==> config.mk <==
export PLATFORM = sky130hd
export DESIGN_NAME = chcfg_regfile
export DESIGN_NICKNAME = d
export VERILOG_FILES = /design/src/rtl/chcfg_pkg.sv /design/src/rtl/chcfg_addr_dec.sv /design/src/rtl/chcfg_chan.sv /design/src/rtl/chcfg_rd_port.sv /design/src/rtl/chcfg_regfile.sv
export SDC_FILE = /design/constraint.sdc
export NUM_CORES = 1
export LEC_CHECK = 0
export ABC_AREA = 1
export CAP_MARGIN = 20
export CORE_MARGIN = 3
export CORE_UTILIZATION = 25
export CTS_CLUSTER_SIZE = 8
export DETAILED_ROUTE_END_ITERATION = 6
export GPL_TIMING_DRIVEN = 0
export HOLD_SLACK_MARGIN = 0.02
export PLACE_DENSITY = 0.6
export RECOVER_POWER = 100
export SYNTH_ARGS = -nofsm -noshare
export SYNTH_HDL_FRONTEND = slang
export SYNTH_HIERARCHICAL = 1
export SYNTH_SLANG_ARGS = --single-unit
==> constraint.sdc <==
create_clock -name clk -period 1.11 [get_ports clk]
set_input_delay 0.111 -clock clk [delete_from_list [all_inputs] [get_ports clk]]
set_output_delay 0.111 -clock clk [all_outputs]
set_load 0.02 [all_outputs]
==> src/rtl/chcfg_pkg.sv <==
// Package: shared command encoding and control-word layout for the
// channel configuration register file. Assumes three-bit length code,
// two-bit priority and one enable bit, packed with enable at bit 0.
package chcfg_pkg;

    typedef enum logic [1:0] {
        CMD_IDLE  = 2'd0,
        CMD_READ  = 2'd1,
        CMD_WRITE = 2'd2,
        CMD_RSVD  = 2'd3
    } cmd_e;

    localparam int LEN_W  = 3;
    localparam int PRIO_W = 2;
    localparam int CTRL_W = LEN_W + PRIO_W + 1;
    localparam int LEN_OUT_W = 2;

    localparam logic [3:0] BANK_CTRL = 4'd0;
    localparam logic [3:0] BANK_STAT = 4'd1;

    typedef struct packed {
        logic [LEN_W-1:0]  len;
        logic [PRIO_W-1:0] prio;
        logic              en;
    } ctrl_t;

    localparam ctrl_t CTRL_RST = '{len: '0, prio: 2'd3, en: 1'b1};

endpackage

==> src/rtl/chcfg_addr_dec.sv <==
// Module: address decoder. Splits the address into a bank (bits [7:4])
// and a channel index (bits [3:2]) and raises one-hot hit lines per
// channel. Assumes NCH <= 4; bits [1:0] are not decoded.
module chcfg_addr_dec
    import chcfg_pkg::*;
#(
    parameter int NCH = 3
) (
    input  logic [7:0]     addr,
    output logic [NCH-1:0] ctrl_hit,
    output logic [NCH-1:0] stat_hit
);

    logic [3:0] bank;
    logic [1:0] idx;

    // Purpose: slice the address fields used by the decode.
    always_comb begin
        bank = addr[7:4];
        idx  = addr[3:2];
    end

    for (genvar i = 0; i < NCH; i++) begin : g_hit
        // Purpose: match this channel in each bank.
        always_comb begin
            ctrl_hit[i] = (bank == BANK_CTRL) && (idx == 2'(i));
            stat_hit[i] = (bank == BANK_STAT) && (idx == 2'(i));
        end
    end

endmodule

==> src/rtl/chcfg_chan.sv <==
// Module: per-channel storage. Holds the control word and a copy of the
// free-space count captured on every clock. Assumes the caller has
// already qualified wr_en with command and decode.
module chcfg_chan
    import chcfg_pkg::*;
#(
    parameter int              CNT_W    = 8,
    parameter logic [CNT_W-1:0] STAT_RST = 8'h20
) (
    input  logic             clk,
    input  logic             rst_n,
    input  logic             wr_en,
    input  ctrl_t            wr_val,
    input  logic [CNT_W-1:0] free_in,
    output ctrl_t            ctrl_q,
    output logic [CNT_W-1:0] stat_q
);

    // Purpose: control word, loaded only on a decoded write.
    always_ff @(posedge clk) begin
        if (!rst_n) begin
            ctrl_q <= CTRL_RST;
        end else if (wr_en) begin
            ctrl_q <= wr_val;
        end
    end

    // Purpose: status word, follows the free-space input every cycle.
    always_ff @(posedge clk) begin
        if (!rst_n) begin
            stat_q <= STAT_RST;
        end else begin
            stat_q <= free_in;
        end
    end

endmodule

==> src/rtl/chcfg_rd_port.sv <==
// Module: read-back port. Selects the addressed word among all channels
// and registers it; outputs zero whenever the sampled command is not a
// READ or the address hit nothing. Assumes at most one hit line is set.
module chcfg_rd_port
    import chcfg_pkg::*;
#(
    parameter int NCH    = 3,
    parameter int CNT_W  = 8,
    parameter int DATA_W = 32
) (
    input  logic                       clk,
    input  logic                       rst_n,
    input  logic                       rd_en,
    input  logic [NCH-1:0]             ctrl_hit,
    input  logic [NCH-1:0]             stat_hit,
    input  logic [NCH-1:0][CTRL_W-1:0] ctrl_all,
    input  logic [NCH-1:0][CNT_W-1:0]  stat_all,
    output logic [DATA_W-1:0]          rdata
);

    logic [DATA_W-1:0] rd_next;

    // Purpose: OR-combine the zero-extended word of the hit register.
    always_comb begin
        rd_next = '0;
        for (int i = 0; i < NCH; i++) begin
            if (ctrl_hit[i]) rd_next = rd_next | DATA_W'(ctrl_all[i]);
            if (stat_hit[i]) rd_next = rd_next | DATA_W'(stat_all[i]);
        end
    end

    // Purpose: register the answer; zero unless a READ was sampled.
    always_ff @(posedge clk) begin
        if (!rst_n) begin
            rdata <= '0;
        end else if (rd_en) begin
            rdata <= rd_next;
        end else begin
            rdata <= '0;
        end
    end

endmodule

==> src/rtl/chcfg_regfile.sv <==
// Module: top of the channel configuration register file. Decodes the
// command bus, updates per-channel control words, mirrors free-space
// counts and returns registered read data. Assumes NCH <= 4 and
// DATA_W >= CNT_W >= CTRL_W.
module chcfg_regfile
    import chcfg_pkg::*;
#(
    parameter int               NCH      = 3,
    parameter int               CNT_W    = 8,
    parameter int               DATA_W   = 32,
    parameter logic [CNT_W-1:0] STAT_RST = 8'h20
) (
    input  logic                    clk,
    input  logic                    rst_n,
    input  logic [1:0]              cmd_op,
    input  logic [7:0]              cmd_addr,
    input  logic [DATA_W-1:0]       cmd_wdata,
    output logic [DATA_W-1:0]       cmd_rdata,
    input  logic [NCH*CNT_W-1:0]    free_space_i,
    output logic [NCH-1:0]          ch_en_o,
    output logic [NCH*PRIO_W-1:0]   ch_prio_o,
    output logic [NCH*LEN_OUT_W-1:0] ch_len_o
);

    cmd_e                       op;
    logic                       is_wr;
    logic                       is_rd;
    ctrl_t                      wr_val;
    logic [NCH-1:0]             ctrl_hit;
    logic [NCH-1:0]             stat_hit;
    logic [NCH-1:0][CTRL_W-1:0] ctrl_all;
    logic [NCH-1:0][CNT_W-1:0]  stat_all;

    // Purpose: classify the command and mask write data to the field width.
    always_comb begin
        op     = cmd_e'(cmd_op);
        is_wr  = (op == CMD_WRITE);
        is_rd  = (op == CMD_READ);
        wr_val = ctrl_t'(cmd_wdata[CTRL_W-1:0]);
    end

    chcfg_addr_dec #(.NCH(NCH)) u_dec (
        .addr     (cmd_addr),
        .ctrl_hit (ctrl_hit),
        .stat_hit (stat_hit)
    );

    for (genvar i = 0; i < NCH; i++) begin : g_ch
        ctrl_t ctrl_q;
        logic  wr_en;

        // Purpose: this channel's write strobe.
        always_comb wr_en = is_wr && ctrl_hit[i];

        chcfg_chan #(.CNT_W(CNT_W), .STAT_RST(STAT_RST)) u_chan (
            .clk     (clk),
            .rst_n   (rst_n),
            .wr_en   (wr_en),
            .wr_val  (wr_val),
            .free_in (free_space_i[i*CNT_W +: CNT_W]),
            .ctrl_q  (ctrl_q),
            .stat_q  (stat_all[i])
        );

        // Purpose: fan the stored fields out to the channel outputs.
        always_comb begin
            ctrl_all[i]                          = ctrl_q;
            ch_en_o[i]                           = ctrl_q.en;
            ch_prio_o[i*PRIO_W +: PRIO_W]        = ctrl_q.prio;
            ch_len_o[i*LEN_OUT_W +: LEN_OUT_W]   = ctrl_q.len[LEN_OUT_W-1:0];
        end
    end

    chcfg_rd_port #(.NCH(NCH), .CNT_W(CNT_W), .DATA_W(DATA_W)) u_rd (
        .clk      (clk),
        .rst_n    (rst_n),
        .rd_en    (is_rd),
        .ctrl_hit (ctrl_hit),
        .stat_hit (stat_hit),
        .ctrl_all (ctrl_all),
        .stat_all (stat_all),
        .rdata    (cmd_rdata)
    );

endmodule

==> key figures, run 1 <==
Run status
  • Status: finished clean

Setup path
  • Worst r2r src: g_ch[1].u_chan/ctrl_q[2]
  • Largest stage delay on the critical path: 0.38 ns
  • Worst path cell trace: clkdlybuf4s15_2
  • Crit path buffers/inverters: 1
  • Signal arrival time at the worst endpoint: 0.95 ns
  • Crit path max-delay cell type: dfxtp_1
  • Crit Path Category: flop to primary output
  • Setup crit start: g_ch[1].u_chan/ctrl_q[1]
  • Type of origin of the critical path: flop
  • Crit end category: primary output
  • CP max FO: 3
  • WP data required: 1.00 ns
  • Largest delay share family, worst path: flip-flops

Timing
  • Worst Tran Pin Value: 0.511 ns
  • Slew headroom: 65.9%
  • Period utilisation layout: 95.7%
  • Fin. Hold Viols: 0
  • Fin. max-slew vios: 0
  • Setup violators final: 0
  • Min cycle time layout: 1.06 ns
  • Clock Skews: 0.00543 ns
  • Fmax: 941 MHz

Yosys
  • Post-synthesis mux area share: 0%
  • Synth Area in Compound Gates: 1.37%
  • Post-Syn Area per Cell: 6.87 um2
  • Area leader, netlist: dfxtp_1
  • Distinct cells, synth: 12
  • Register area share after synthesis: 45.7%
  • Yosys warns: 6
  • Largest family of logic cells by synthesized area: simple AND/OR/NAND/NOR gates
  • Simple-gate area share of the yosys netlist: 31.5%
  • Most frequent cell after synthesis: nand2_1
  • Synth area leaders: dfxtp_1, nand2_1, buf_4, inv_1, nor2_1
  • Number of synthesized flops with an enable pin: 0
  • Synth async-reset ratio: 0%
  • FF+latch count, synth: 50
  • XOR/XNOR Fraction of Synth Area: 0%
  • Mapped Area: 2190 um2
  • Top post-synthesis cells by count: nand2_1, inv_1, dfxtp_1
  • Synth top area share: 45.7%
  • Top_reg_cell synth: dfxtp_1
  • Post-Synth Adder-Cell Area: 0%
  • Synth Instances: 319

Clocking
  • H-tree levels: 2
  • Clk buf depth: 2
  • Clk Latency, worst-skew pair: 0.30 ns
  • Root buf cell: clkbuf_8
  • CTS tree: built
  • CTS sink cnt: 50
  • Clock-pin slew on the worst setup and hold paths: 0.09 ns
  • Hold-fix buffers, CTS: 0
  • CTS buffer count: 5

Placed design
  • Buffers on Ports: 62
  • Inst Count DP: 509
  • DP HPWL: 4340 um
  • Final Wtd Congestion: 0.768

Floorplanning
  • Floorplan row count: 33
  • DIE AREA: 9920 um2
  • I/O pins: 115
  • Core region area: 8380 um2
  • Starting Density: 26.1%
  • Horiz. Die Dim: 99.6 um
  • Die height: 99.6 um

Power
  • Reg power frac: 52.3%
  • Internal power: 2.73 mW
  • NetSw: 819 uW
  • Clock power share: 35.4%
  • Final Power: 3.55 mW
  • Sw frac: 23.1%
  • Maximum vdd drop: 0.579 mV
  • Static Leak: 1.72 nW
  • Gate power share: 12.3%
  • Pwr Density: 1110 nW/um2

Drt
  • Post-detailed-route via-to-cell ratio: 3.82
  • Max Used Layer: met4
  • Wire length on met2: 2630 um
  • Vias: 1997
  • Antenna viol nets, final: 0
  • Router iterations before antenna repair: 4
  • Metal-1 WL: 2670 um
  • Wire length per cell: 11.0 um
  • Total wire length: 5740 um
  • DR DRC count: 0
  • Initial drt markers: 41
  • Met3 WL: 403 um

Final layout
  • Layout cells sized above 1: 19.4%
  • Antenna fix cells: 0
  • Filler Cells Inserted: 902
  • Final cell count without fillers: 523
  • Area Overhead vs Synth: 45.4%
  • Fin nets: 485

Global route
  • Vias in the first global route: 1878
  • Initial antenna violation count: 0
  • First-pass GRT wire length: 9050 um
  • Largest net degree at the start of global routing: 17
  • Global route overflow: 0
  • Overall Global Routing Usage: 11.6%

Hold path
  • Worst Hold Class: primary input to flop
  • Min-delay src: free_space_i[21]

Job
  • Total of max-cap violations: 0
[path summary, 6_finish.rpt]
kind / endpoint / slack (ns) / cells past startpoint
setup / recovery: ch_prio_o[2] / 0.05 / 1
hold / removal: g_ch[2].u_chan/stat_q[5] / 0.33 / 3
setup reg to reg: u_rd/rdata[2] / 0.29 / 4
hold reg to reg: g_ch[0].u_chan/ctrl_q[5] / 0.47 / 2
[flip-flops by register name (all words and copies together) (netlist names)]
register / count
g_ch.u_chan/ctrl_q: 18
g_ch.u_chan/stat_q: 24
u_rd/rdata: 8
[cell usage in the layout, fill, tap and decap left out]
cell type        count
clkdlybuf4s15_2     10
buf_6                4
a21oi_1              6
inv_1               47
nand3_1             11
clkdlybuf4s50_1     32
clkinvlp_4           1
buf_2                3
inv_2                5
dfxtp_2              2
nand2_2              5
buf_4               30
nand2_4              1
nor2_2               5
dfxtp_1             48
clkbuf_8             5
bufinv_16            1
conb_1              24
nor2_1              27
clkdlybuf4s15_1      1
nand2_1            123
nor2_4               5
clkbuf_1             5
clkbuf_2             4
dlygate4sd2_1       13
[area by class of cell]
| class | count | area [um2] | area share (%) |
|---|---|---|---|
| multi-input combinational | 207 | 868 | 27.3 |
| clock buffer | 6 | 72.6 | 2.28 |
| clock inverter | 2 | 37.5 | 1.18 |
| sequential | 50 | 1000 | 31.5 |
| buffer | 33 | 255 | 8.01 |
| inverter | 52 | 195 | 6.13 |
| tap | 105 | 131 | 4.12 |
| timing repair buffer | 68 | 622 | 19.5 |
[metrics by stage]
stage	worst slack, ns	utilization (%)	instance area [um2]	hold slack, ns	setup TNS [ns]
floorplan	-0.0515	-	2280	0.196	-0.588
global placement	-0.774	36.1	3030	0.457	-26.04
detailed placement	-0.799	36.1	3030	0.463	-26.77
CTS	0.000429	38.4	3220	0.321	0
global route	-0.0108	38.0	3190	0.327	-0.0305
finish	0.0472	38.0	3190	0.332	0
[cells by family after synthesis]
| logic type | Yosys count |
|---|---|
| other cells | 1 |
| buf+inv | 85 |
| flops | 50 |
| compound gates | 6 |
| simple gates | 177 |
[routing by layer]
| layer | GRT usage (%) | vias up |
|---|---|---|
| met5 | 0 | - |
| met4 | 2.52 | 0 |
| met1 | 15.3 | 866 |
| met3 | 3.51 | 5 |
| met2 | 18.9 | 62 |
| li1 | - | 1064 |
[power groups by stage]
stage,clock [mW],combinational [mW],sequential (mW)
after floorplan,0,0.238,1.90
after global placement,0,0.436,1.90
after detailed placement,0,0.437,1.90
after CTS,1.29,0.441,1.86
after global routing,1.38,0.484,1.86
final,1.26,0.438,1.86
[timing repair]
item | 4_1_cts | 5_1_grt
cloned | 3 | 0
hold endpoints to repair | 0 | 0
setup endpoints to repair | 70 | 32
pin swaps | 9 | 6
setup buffers | 3 | 0
resized for setup | 76 | 14
(Power assumes the default switching activity.)
==> run 2, diff against run 1 <==
HOLD_SLACK_MARGIN = 0.1   (was 0.02)
PLACE_DENSITY = 0.59   (was 0.6)
SYNTH_HIERARCHICAL = unset   (was 1)
==> key figures, run 2 <==
Run status
  • Status: finished clean

Drt
  • DR DRC count: 0 (unchanged)
  • Router iterations before antenna repair: 4 (unchanged)
  • Wire length per cell: 11.4 um (+3.8%)
  • Antenna viol nets, final: 0 (unchanged)
  • Post-detailed-route via-to-cell ratio: 4.00 (+4.8%)
  • Vias: 2176 (+9.0%)
  • Initial drt markers: 111 (+170%)
  • Total wire length: 6190 um (+7.9%)

Global route
  • Global route overflow: 0 (unchanged)
  • Initial antenna violation count: 0 (unchanged)
  • Vias in the first global route: 2019 (+7.5%)
  • Overall Global Routing Usage: 11.6% (about the same)
  • Largest net degree at the start of global routing: 15 (-2)
  • First-pass GRT wire length: 9450 um (+4.4%)

Final layout
  • Fin nets: 485 (unchanged)
  • Commonest non-fill, non-tap cell in the layout: nand2_1
  • Layout cells sized above 1: 26.8% (+7.4 points)
  • Antenna fix cells: 0 (unchanged)
  • Regs by FF count: g_ch.u_chan.stat_q: 24 flops, g_ch.u_chan.ctrl_q: 18 flops, u_rd.rdata: 8 flops
  • Filler Cells Inserted: 943 (+4.5%)
  • Area Overhead vs Synth: 43.8%
  • Reg with most FFs: g_ch.u_chan.stat_q
  • Number of flip-flops in the largest register: 24 (unchanged)
  • Most frequent cells in the layout: nand2_1, buf_4, inv_1, dfxtp_1, clkdlybuf4s50_1

Setup path
  • Type of origin of the critical path: flop
  • Signal arrival time at the worst endpoint: 0.96 ns (about the same)
  • CP max FO: 1 (-2)
  • Worst path cell trace: dlygate4sd2_1
  • Setup crit start: u_rd.rdata[3]
  • Crit path buffers/inverters: 1 (unchanged)
  • Largest stage delay on the critical path: 0.35 ns (-0.03 ns)
  • Crit path max-delay cell type: dlygate4sd2_1
  • Crit Path Category: flop to primary output
  • Worst r2r src: g_ch[0].u_chan.ctrl_q[2]
  • WP data required: 1.00 ns (about the same)
  • Crit end category: primary output
  • Largest delay share family, worst path: buffers and inverters

Timing
  • Hold WS: 0.124 ns (-0.208 ns)
  • RSZ-0062 raised after global routing: yes
  • Fin. Hold Viols: 0 (unchanged)
  • Period utilisation layout: 96.5% (+0.73 points)
  • Clock Skews: 0.00204 ns (-0.00338 ns)
  • Fin. max-slew vios: 0 (unchanged)
  • Fmax: 934 MHz (-0.76%)
  • Setup violators final: 0 (unchanged)
  • Slack of the critical path: 0.0391 ns (-0.00811 ns)
  • Min cycle time layout: 1.07 ns (+0.00811 ns)

Yosys
  • Mapped Area: 2370 um2 (+8.4%)
  • Synth async-reset ratio: 0% (unchanged)
  • Area leader, netlist: dfxtp_1
  • Synth Instances: 315 (-1.3%)
  • Register area share after synthesis: 42.1% (-3.5 points)
  • Top post-synthesis cells by count: nand2_1, dfxtp_1, inv_1
  • Most frequent cell after synthesis: nand2_1
  • Yosys warns: 0 (-6)
  • FF+latch count, synth: 50 (unchanged)
  • Post-Syn Area per Cell: 7.54 um2 (+9.8%)
  • Number of synthesized flops with an enable pin: 0 (unchanged)
  • Top_reg_cell synth: dfxtp_1
  • Distinct cells, synth: 22 (+10)
  • Synth top area share: 42.1% (-3.5 points)
  • Synth area leaders: dfxtp_1, buf_4, nand2_1, inv_1, nand4_1

Floorplanning
  • I/O pins: 115 (unchanged)
  • Floorplan row count: 34 (+3.0%)
  • Starting Density: 26.5% (+0.32 points)
  • Die height: 103 um (+3.9%)
  • DIE AREA: 10700 um2 (+7.9%)
  • Horiz. Die Dim: 103 um (+3.9%)
  • Core region area: 8980 um2 (+7.1%)

Clocking
  • Root buf cell: clkbuf_8
  • Clk Latency, worst-skew pair: 0.30 ns (about the same)
  • CTS buffer count: 5 (unchanged)
  • Clock-pin slew on the worst setup and hold paths: 0.09 ns (about the same)
  • Clk buf depth: 2 (unchanged)
  • CTS sink cnt: 50 (unchanged)
  • H-tree levels: 2 (unchanged)
  • CTS tree: built

Power
  • NetSw: 885 uW (+8.1%)
  • Static Leak: 1.80 nW (+5.2%)
  • Clock power share: 33.7% (-1.7 points)
  • Pwr Density: 1060 nW/um2 (-5.3%)
  • Final Power: 3.61 mW (+1.6%)
  • Internal power: 2.72 mW (-0.37%)
  • Maximum vdd drop: 0.408 mV (-30%)
  • Sw frac: 24.5% (+1.5 points)
  • Gate power share: 14.8% (+2.5 points)
  • Reg power frac: 51.5% (-0.8 points)

Placed design
  • Buffers on Ports: 61 (-1.6%)
  • Dpl ws: -0.551 ns (+0.247 ns)
  • DP HPWL: 4730 um (+9.0%)
  • Final Wtd Congestion: 0.859 (+12%)

Hold path
  • Min-delay src: rst_n
  • Worst Hold Class: primary input to flop

Job
  • Total of max-cap violations: 0 (unchanged)
run 2: cell count changes in the layout (fill, tap and decap cells not counted), sizes merged, moves of 8 or more:
cell	previous run	this run
a21oi	6	15
buf	37	73
clkdlybuf4s15	11	3
nand2	129	58
nand3	11	23
nand4	0	19
o21ai	0	9
run 2: path summary, 6_finish.rpt:
| kind | end | slack, ns | cells past startpoint |
|---|---|---|---|
| setup / recovery | cmd_rdata[3] | 0.04 | 1 |
| hold / removal | g_ch[1].u_chan.ctrl_q[3] | 0.12 | 3 |
| setup reg to reg | u_rd.rdata[2] | 0.22 | 5 |
| hold reg to reg | g_ch[2].u_chan.ctrl_q[5] | 0.46 | 2 |
run 2: kinds of logic after synthesis:
group / share of synthesized area [%]
other cells: 0.158
compound gates: 6.01
buf+inv: 23.4
flops: 42.1
simple gates: 28.3
run 2: layer usage:
layer | wire [um] | part of all wire (%) | track usage [%] | up-vias
li1 | - | - | - | 1121
met1 | 2640 | 43 | 14.6 | 966
met2 | 3090 | 50 | 19.5 | 79
met3 | 374 | 6.0 | 2.55 | 10
met4 | 89 | 1.4 | 4.48 | 0
met5 | 0 | 0 | 0 | -
run 2: what timing repair did:
item	CTS	global route
gates resized for setup	87	17
endpoints found under the setup margin	49	17
hold buffers	0	0
setup buffers	9	2
pin swaps	3	6
endpoints found under the hold margin	0	0
run 2: through the flow:
stage / cells / area (um2) / setup TNS (ns) / utilization [%]
final: 544 / 3420 / 0 / 38.1
after global routing: 544 / 3420 / -0.0549 / 38.1
after CTS: 542 / 3390 / 0 / 37.8
after detailed placement: 525 / 3230 / -13.58 / 36.0
after global placement: 525 / 3230 / -13.20 / 36.0
after floorplan: 338 / 2460 / 0 / -
run 2: layout make-up:
class                      count  area, um2  area share (%)
buffer                        50        368            10.8
clock buffer                   8        110            3.22
inverter                      53        201            5.90
multi-input combinational    185        942            27.6
sequential                    50       1010            29.6
tap                          126        158            4.62
timing repair buffer          72        624            18.3
run 2: power by group through the flow:
stage,clock (mW),sequential [mW],combinational [mW]
floorplan,0,1.90,0.294
global placement,0,1.90,0.501
detailed placement,0,1.90,0.502
CTS,1.24,1.86,0.524
global route,1.32,1.86,0.586
finish,1.22,1.86,0.534
==> run 3, diff against run 2 <==
==> constraint.sdc (replaced) <==
create_clock -name clk -period 1.11 [get_ports clk]
set_input_delay 0.111 -clock clk [delete_from_list [all_inputs] [get_ports clk]]
set_output_delay 0.111 -clock clk [all_outputs]
set_load 0.1 [all_outputs]
==> key figures, run 3 (synthesis gave the netlist of run 2 again) <==
Global route
  • Vias in the first global route: 2027 (+0.40%)
  • Initial antenna violation count: 0 (unchanged)
  • Largest net degree at the start of global routing: 15 (unchanged)
  • Global route overflow: 0 (unchanged)
  • First-pass GRT wire length: 9440 um (-0.15%)
  • Overall Global Routing Usage: 11.6% (-0.083 points)

Final layout
  • Layout cells sized above 1: 28.7% (+1.9 points)
  • Antenna fix cells: 0 (unchanged)
  • Number of flip-flops in the largest register: 24 (unchanged)
  • Fin nets: 485 (unchanged)
  • Most frequent cells in the layout: buf_4, nand2_1, inv_1, dfxtp_1, clkdlybuf4s50_1
  • Area Overhead vs Synth: 51.5%
  • Regs by FF count: g_ch.u_chan.stat_q: 24 flops, g_ch.u_chan.ctrl_q: 18 flops, u_rd.rdata: 8 flops
  • Commonest non-fill, non-tap cell in the layout: buf_4
  • Reg with most FFs: g_ch.u_chan.stat_q
  • Finished Cell Area: 3600 um2 (+5.3%)
  • Final cell count without fillers: 544 (unchanged)

Power
  • Maximum vdd drop: 0.409 mV (+0.32%)
  • Static Leak: 1.86 nW (+3.2%)
  • Final Power: 3.92 mW (+8.7%)
  • Pwr Density: 1090 nW/um2 (+3.2%)

Setup path
  • Crit Path Category: flop to primary output
  • CP max FO: 3 (+2)
  • Type of origin of the critical path: flop
  • Crit path buffers/inverters: 2 (+1)
  • Worst r2r src: g_ch[1].u_chan.ctrl_q[0]
  • WP data required: 1.00 ns (about the same)
  • Worst path cell trace: buf_4, buf_12
  • R2r setup slk: 0.28 ns (+0.06 ns)
  • Signal arrival time at the worst endpoint: 0.96 ns (about the same)
  • Largest stage delay on the critical path: 0.37 ns (+0.02 ns)
  • Setup crit start: g_ch[1].u_chan.ctrl_q[4]
  • Largest delay share family, worst path: flip-flops
  • Crit path max-delay cell type: dfxtp_2
  • Crit end category: primary output

Timing
  • Worst Tran Pin Value: 0.500 ns
  • Clock Skews: 0.00293 ns (+0.000888 ns)
  • Period utilisation layout: 96.0% (-0.44 points)
  • Fmax: 938 MHz (+0.45%)
  • Fin. Hold Viols: 0 (unchanged)
  • Slew headroom: 66.7%
  • Min cycle time layout: 1.07 ns (-0.00485 ns)
  • Fin. max-slew vios: 0 (unchanged)
  • Hold WS: 0.192 ns (+0.0679 ns)
  • Setup violators final: 0 (unchanged)

Clocking
  • CTS buffer count: 5 (unchanged)
  • Root buf cell: clkbuf_8
  • Clk Latency, worst-skew pair: 0.30 ns (about the same)
  • Hold-fix buffers, CTS: 0 (unchanged)
  • CTS sink cnt: 50 (unchanged)
  • CTS tree: built
  • Clk buf depth: 2 (unchanged)
  • Clock-pin slew on the worst setup and hold paths: 0.09 ns (about the same)
  • H-tree levels: 2 (unchanged)

Floorplanning
  • Floorplan row count: 34 (unchanged)
  • Core region area: 8980 um2 (unchanged)
  • DIE AREA: 10700 um2 (unchanged)
  • Horiz. Die Dim: 103 um (unchanged)
  • Starting Density: 26.5% (unchanged)
  • Die height: 103 um (unchanged)
  • I/O pins: 115 (unchanged)

Hold path
  • Min-delay src: cmd_op[1]
  • Worst Hold Class: primary input to flop

Drt
  • Metal-1 WL: 2680 um (+1.7%)
  • DR DRC count: 0 (unchanged)
  • Router iterations before antenna repair: 4 (unchanged)
  • Wire length per cell: 11.5 um (+0.81%)
  • Vias: 2190 (+0.64%)
  • Met3 WL: 313 um (-16%)
  • Antenna viol nets, final: 0 (unchanged)
  • Wire length on met2: 3150 um (+1.9%)
  • Total wire length: 6240 um (+0.81%)
  • Post-detailed-route via-to-cell ratio: 4.03 (+0.64%)
  • Initial drt markers: 79 (-29%)
  • Max Used Layer: met4

Placed design
  • Final Wtd Congestion: 0.859 (unchanged)
  • DP HPWL: 4730 um (unchanged)
  • Buffers on Ports: 61 (unchanged)
  • Inst Count DP: 525 (unchanged)
  • Area after DPL: 3230 um2 (unchanged)

Run status
  • Status: finished clean

Job
  • Total of max-cap violations: 0 (unchanged)
-- run 3: cell count changes in the layout (fill, tap and decap cells not counted), sizes merged --
cell           before  now
buf                73   79
clkbuf             11   13
dlygate4sd2        11    4
clkdlybuf4s15       3    2
-- run 3: area by class of cell --
cell class / count / area [um2]
Buffer: 50 / 363
Clock buffer: 8 / 110
Fill cell: 920 / 5380
Inverter: 53 / 201
Timing Repair Buffer: 72 / 807
Multi-Input combinational cell: 185 / 946
Sequential cell: 50 / 1010
Tap cell: 126 / 158
-- run 3: worst register-to-register path, cell delays in order (launching register included) --
cell	delay [ns]
dfxtp_2	0.35
nand4_1	0.10
nand2_1	0.06
nor2_1	0.12
a21oi_1	0.09
-- run 3: metal layers --
| metal | global-route usage (%) | up-vias |
|---|---|---|
| li1 | - | 1122 |
| met1 | 14.4 | 992 |
| met2 | 19.8 | 66 |
| met3 | 2.55 | 10 |
| met4 | 3.88 | 0 |
| met5 | 0 | - |
-- run 3: repair_timing --
action,4_1_cts,5_1_grt
setup endpoints to repair,49,29
setup buffers,8,3
pin swaps,4,6
hold endpoints to repair,0,0
gates resized for setup,188,27
-- run 3: worst paths after layout --
| check | endpoint | depth (start not counted) |
|---|---|---|
| max | ch_len_o[3] | 2 |
| min | u_rd.rdata[6] | 4 |
| max reg2reg | u_rd.rdata[0] | 4 |
| min reg2reg | g_ch[2].u_chan.ctrl_q[5] | 2 |
-- run 3: stage by stage --
step / setup TNS (ns) / util [%] / setup WS [ns]
final: 0 / 40.1 / 0.0440
after detailed placement: -24.94 / 36.0 / -0.617
after floorplan: 0 / - / 0.0900
after global routing: -0.0481 / 40.1 / -0.0208
after CTS: 0 / 39.0 / 0.00239
after global placement: -24.55 / 36.0 / -0.612
-- run 3: power by group --
group	total (mW)	internal (mW)	switching (mW)
sequential	1.86	1.84	0.0146
combinational	0.842	0.254	0.587
clock	1.22	0.630	0.594
